<file path="src/rtl/qa_share_pkg.sv">
package qa_share_pkg;

    localparam int SHARE_W    = 8;
    localparam int SHARE_FULL = 100;

    typedef logic [SHARE_W-1:0] share_t;

    typedef struct packed {
        share_t host;
        share_t gc;
    } share_pair_t;

    // Build a weight pair whose two halves always add to the full share.
    function automatic share_pair_t pair_from_gc(input share_t gc);
        share_pair_t p;
        p.gc   = gc;
        p.host = share_t'(SHARE_FULL) - gc;
        return p;
    endfunction

endpackage

</file>
<file path="src/rtl/share_deficit.sv">
module share_deficit #(
    parameter int CNT_W = 16
) (
    input  logic [CNT_W-1:0] free_cnt,
    input  logic [CNT_W-1:0] target_cnt,
    output logic [CNT_W-1:0] deficit
);

    always_comb begin
        if (target_cnt > free_cnt) begin
            deficit = target_cnt - free_cnt;
        end else begin
            deficit = '0;
        end
    end

endmodule

</file>
<file path="src/rtl/share_map.sv">
module share_map
    import qa_share_pkg::*;
#(
    parameter int CNT_W  = 16,
    parameter int GAIN   = 4,
    parameter int BASE   = 20,
    parameter int GC_MIN = 10,
    parameter int GC_MAX = 90
) (
    input  logic [CNT_W-1:0] deficit,
    output share_pair_t      shares
);

    localparam int GAIN_W  = $clog2(GAIN + 1);
    localparam int RAW_W   = CNT_W + GAIN_W + SHARE_W + 1;
    localparam bit GAIN_P2 = (GAIN > 0) && ((GAIN & (GAIN - 1)) == 0);

    localparam logic [RAW_W-1:0] BASE_R = RAW_W'(BASE);
    localparam logic [RAW_W-1:0] MIN_R  = RAW_W'(GC_MIN);
    localparam logic [RAW_W-1:0] MAX_R  = RAW_W'(GC_MAX);

    logic [RAW_W-1:0] scaled;
    logic [RAW_W-1:0] raw;
    logic [RAW_W-1:0] bounded;

    generate
        if (GAIN_P2) begin : g_shift
            localparam int SH = $clog2(GAIN);
            assign scaled = RAW_W'(deficit) << SH;
        end else begin : g_mult
            assign scaled = RAW_W'(deficit) * RAW_W'(GAIN);
        end
    endgenerate

    assign raw = BASE_R + scaled;

    always_comb begin
        if (raw > MAX_R) begin
            bounded = MAX_R;
        end else if (raw < MIN_R) begin
            bounded = MIN_R;
        end else begin
            bounded = raw;
        end
    end

    assign shares = pair_from_gc(share_t'(bounded));

endmodule

</file>
<file path="src/rtl/share_hold_reg.sv">
module share_hold_reg
    import qa_share_pkg::*;
#(
    parameter int RST_GC = 50
) (
    input  logic        clk,
    input  logic        rst,
    input  logic        upd_stb,
    input  share_pair_t d,
    output share_pair_t q
);

    always_ff @(posedge clk) begin
        if (rst) begin
            q <= pair_from_gc(share_t'(RST_GC));
        end else if (upd_stb) begin
            q <= d;
        end
    end


    reset_val_chk: assert property (@(posedge clk)
        rst |=> (q.gc == share_t'(RST_GC)) && (q.host == share_t'(SHARE_FULL - RST_GC)));


    hold_chk: assert property (@(posedge clk) disable iff (rst)
        !upd_stb |=> $stable(q));


    strobe_load_chk: assert property (@(posedge clk) disable iff (rst)
        upd_stb |=> (q == $past(d)));

endmodule

</file>
<file path="src/rtl/free_share_alloc.sv">
module free_share_alloc
    import qa_share_pkg::*;
#(
    parameter int CNT_W  = 16,
    parameter int GAIN   = 4,
    parameter int BASE   = 20,
    parameter int GC_MIN = 10,
    parameter int GC_MAX = 90,
    parameter int RST_GC = 50
) (
    input  logic             clk,
    input  logic             rst,
    input  logic             upd_stb,
    input  logic [CNT_W-1:0] free_cnt,
    input  logic [CNT_W-1:0] target_cnt,
    output logic [7:0]       host_share,
    output logic [7:0]       gc_share
);

    localparam int BASE_CLAMP = (BASE > GC_MAX) ? GC_MAX : ((BASE < GC_MIN) ? GC_MIN : BASE);

    logic [CNT_W-1:0] deficit;
    share_pair_t      next_shares;
    share_pair_t      cur_shares;

    share_deficit #(.CNT_W(CNT_W)) u_deficit (
        .free_cnt   (free_cnt),
        .target_cnt (target_cnt),
        .deficit    (deficit)
    );

    share_map #(
        .CNT_W  (CNT_W),
        .GAIN   (GAIN),
        .BASE   (BASE),
        .GC_MIN (GC_MIN),
        .GC_MAX (GC_MAX)
    ) u_map (
        .deficit (deficit),
        .shares  (next_shares)
    );

    share_hold_reg #(.RST_GC(RST_GC)) u_hold (
        .clk     (clk),
        .rst     (rst),
        .upd_stb (upd_stb),
        .d       (next_shares),
        .q       (cur_shares)
    );

    assign host_share = cur_shares.host;
    assign gc_share   = cur_shares.gc;


    sum_full_chk: assert property (@(posedge clk) disable iff (rst)
        ({1'b0, host_share} + {1'b0, gc_share}) == 9'(SHARE_FULL));


    gc_range_chk: assert property (@(posedge clk) disable iff (rst)
        (gc_share >= 8'(GC_MIN)) && (gc_share <= 8'(GC_MAX)));


    plentiful_chk: assert property (@(posedge clk) disable iff (rst)
        (upd_stb && (free_cnt >= target_cnt)) |=> (gc_share == 8'(BASE_CLAMP)));

endmodule

</file>
<file path="config.mk">
export PLATFORM = sky130hd
export DESIGN_NAME = free_share_alloc
export DESIGN_NICKNAME = d
export VERILOG_FILES = /design/src/rtl/qa_share_pkg.sv /design/src/rtl/share_deficit.sv /design/src/rtl/share_map.sv /design/src/rtl/share_hold_reg.sv /design/src/rtl/free_share_alloc.sv
export SDC_FILE = /design/constraint.sdc
export NUM_CORES = 1
export LEC_CHECK = 0
export ABC_AREA = 0
export ABC_CLOCK_PERIOD_IN_PS = 15700
export BUFFER_PORTS_ARGS = -buffer_cell sky130_fd_sc_hd__buf_2
export CAP_MARGIN = 0
export CORE_AREA = 5 5 80 82
export DETAILED_ROUTE_END_ITERATION = 8
export DIE_AREA = 0 0 85 87
export GPL_TIMING_DRIVEN = 0
export SLEW_MARGIN = 20
export SYNTH_ARGS = -nofsm -noshare
export SYNTH_HDL_FRONTEND = slang
export SYNTH_HIERARCHICAL = 1
export SYNTH_SLANG_ARGS = --single-unit
</file>
<file path="constraint.sdc">
create_clock -name clk -period 15.7 [get_ports clk]
set_clock_uncertainty 0.15 [all_clocks]
set_input_delay 3.925 -clock clk [delete_from_list [all_inputs] [get_ports clk]]
set_output_delay 3.925 -clock clk [all_outputs]
set_load 0.03 [all_outputs]
</file>
==> impl_metrics.tcl <==
set metrics [dict create \
    start_util 0.3772 \
    die_h_um 87 \
    critPathKind "primary input to register" \
    worstSkewPairLatency_ns 0.25 \
    setup_tns_ns 0 \
    power_density_mw_per_mm2 74.35 \
    portBuffers 49 \
    multi_input_area_mm2 0.001589 \
    cts_max_level 1 \
    final-seq-area_um2 320.3 \
    core_mm2 0.005675 \
    grt_pass1_wl_um 7962 \
    clkTransAtPathRegs_ns 0.06 \
    drtPass1Iterations 4 \
    regMostFlops "u_hold/q" \
    top_regs "u_hold/q: 16 flops" \
    hold_path_end "u_hold/q[0]$_SDFFE_PP0P_" \
    totalWireLength_um 4655 \
    ioPinCount 51 \
    regToRegStartpoint "u_hold/q[4]$_SDFFE_PP1P_" \
    synth_seq_area_share 0.1496 \
    wl_per_cell_um 11.33 \
    worstHoldStart "u_hold/q[0]$_SDFFE_PP0P_" \
    synth.distinct_cells 64 \
    dieArea_mm2 0.007395 \
    crit_path_end_kind "register" \
    async_reset_ff_frac 0 \
    die_w_um 85 \
    cts_hold_buf 0 \
    finalSetupViolCount 0 \
    netlist_instances 280 \
    cts_setup_buffers 0 \
    status "complete, no violations" \
    layout.nets 391 \
    maxSlewViolCount 0 \
    drtIter0Drc 76 \
    wl_met3_um 171 \
    rows 28 \
    dp_hpwl_um 3868 \
    crit_fanout 10 \
    yosys.area.top_type_share 0.1496 \
    mappedNetlistArea_mm2 0.002141 \
    dr_wl_met2_um 2237 \
    drcViolationCount 0 \
    grt_max_degree 11 \
    cts_tree "done" \
    fin_area_mm2 0.002546 \
    clock-sinks 16 \
    period_needed_ns 8.635 \
    hold_path_class "register to register" \
    r2r-end "u_hold/q[4]$_SDFFE_PP1P_" \
    final_cell_mix "55 x buf_2, 35 x nor2_1, 23 x inv_1, 18 x nand2_1, 18 x ha_1" \
    ff2ff_setup_slack_ns 14.78 \
    clock.fmax_mhz 115.8 \
    final_util 0.4486 \
    via_count 2024 \
    worstPathArrival_ns 8.62 \
    vias_per_cell 4.925 \
    cts_buffers 3 \
    post_dp_cell_area_mm2 0.002491 \
    antenna_cells 0 \
    cts_resized 0 \
    antenna_found_initial 0 \
    hold_slack_ns 0.3386 \
    yosys.area.top_type "dfxtp_1" \
    ant_nets 0 \
    track_usage 0.1254 \
    startpoint_type "primary input" \
    grt_overflow 0 \
    synth_edf_count 0 \
    synth-seq-cells 16 \
    layout-drive-gt1-share 0.2798 \
    rsz0062_at_grt "false" \
    cp.required_ns 15.68 \
    wl_met1_um 2229 \
    top_layer "met4" \
    peakVddDrop_mv 0.04924 \
    ff2ff_path_depth 2 \
    grt_pass1_vias 1923 \
    largest_register_ffs 16 \
    finalHoldViolations 0 \
    period_share 0.5500 \
    final_common_cell "buf_2" \
    syn_to_final_growth_pct 18.94 \
    yosys_warnings 6 \
    avgSynthCellArea_um2 7.646 \
    synth.area.top_cells "dfxtp_1 15%, ha_1 11%, nor2_1 6.1%" \
    maxCapViolations 0 \
    finalWeightedCongestion 0.7918 \
    whs_path_depth 2 \
    cts-root-buf "clkbuf_8" \
    p_leak_nw 1.225 \
    synth_ff_type "dfxtp_1" \
    n_fill_cell 622 \
    cts_buffer_depth 2 \
]
==> area by class of cell <==
class | instances | share of cell area
Timing Repair Buffer | 49 | 0.09631
Clock buffer | 4 | 0.02162
Sequential cell | 16 | 0.1258
Inverter | 23 | 0.03391
Buffer | 20 | 0.06143
Tap cell | 75 | 0.03686
Multi-Input combinational cell | 224 | 0.6241
==> power breakdown <==
part	switching, mW	internal (mW)
Combinational	0.0603	0.0471
Clock	0.0132	0.0222
Sequential	0.00178	0.0448
Total	0.0753	0.114
==> routing by layer <==
layer,vias up,global-route usage
met5,-,0
met3,2,0.01798
met1,896,0.1597
li1,1095,-
met2,31,0.2302
met4,0,0.01439
==> cell families after synthesis <==
group,share of synthesized area
compound gates,0.2344
xor+xnor,0.05670
fa+ha+maj,0.1146
buf+inv,0.1134
flops,0.1496
mux,0.05611
other cells,0.001752
simple gates,0.2735
==> cell usage after synthesis (4+ instances only) <==
cell type / number
o21a_1: 4
a31oi_1: 4
nand3_1: 6
dfxtp_1: 16
nor3_1: 7
buf_2: 6
nor2b_1: 6
nand4_1: 7
o21ai_0: 11
a211o_1: 6
inv_1: 23
buf_6: 5
nand2_1: 18
buf_4: 5
nor2_1: 35
a21oi_1: 15
ha_1: 18
mux2i_1: 12
xnor2_1: 9
==> metrics by stage <==
stage,cells,worst slack [ns],total power [mW]
global placement,407,6.832,0.1546
detailed placement,407,6.791,0.1552
floorplan,283,7.422,0.1329
global route,411,6.543,0.2059
finish,411,7.065,0.1893
CTS,411,7.048,0.1914
==> critical path, cell delays in order <==
cell and delay (ns):
buf_2 0.10, ha_1 0.22, fa_1 0.37, and2b_1 0.25, o2111ai_1 0.17, a31o_2 0.32
a21boi_2 0.15, o221ai_2 0.21, buf_6 0.20, nor2_1 0.32, ha_1 0.40, and2b_1 0.23
nor4_1 0.26, a21oi_1 0.09, nor2_1 0.29, nor3_1 0.12, ha_1 0.25, nor3_1 0.17
o21ai_1 0.11, xnor2_1 0.14, nor2_1 0.06, a211o_1 0.24
==> worst max path at each step <==
stage / endpoint / from / slack (ns) / cells after the start
floorplan: u_hold/q[13]$_SDFFE_PP1P_ / target_cnt[0] / 7.42 / 23
global placement: u_hold/q[13]$_SDFFE_PP1P_ / free_cnt[0] / 6.83 / 22
detailed placement: u_hold/q[13]$_SDFFE_PP1P_ / free_cnt[0] / 6.79 / 22
CTS: u_hold/q[13]$_SDFFE_PP1P_ / free_cnt[0] / 7.05 / 22
global route: u_hold/q[13]$_SDFFE_PP1P_ / target_cnt[0] / 6.54 / 23
finish: u_hold/q[13]$_SDFFE_PP1P_ / free_cnt[0] / 7.07 / 22
No activity file was read; power rests on OpenSTA's default activity.
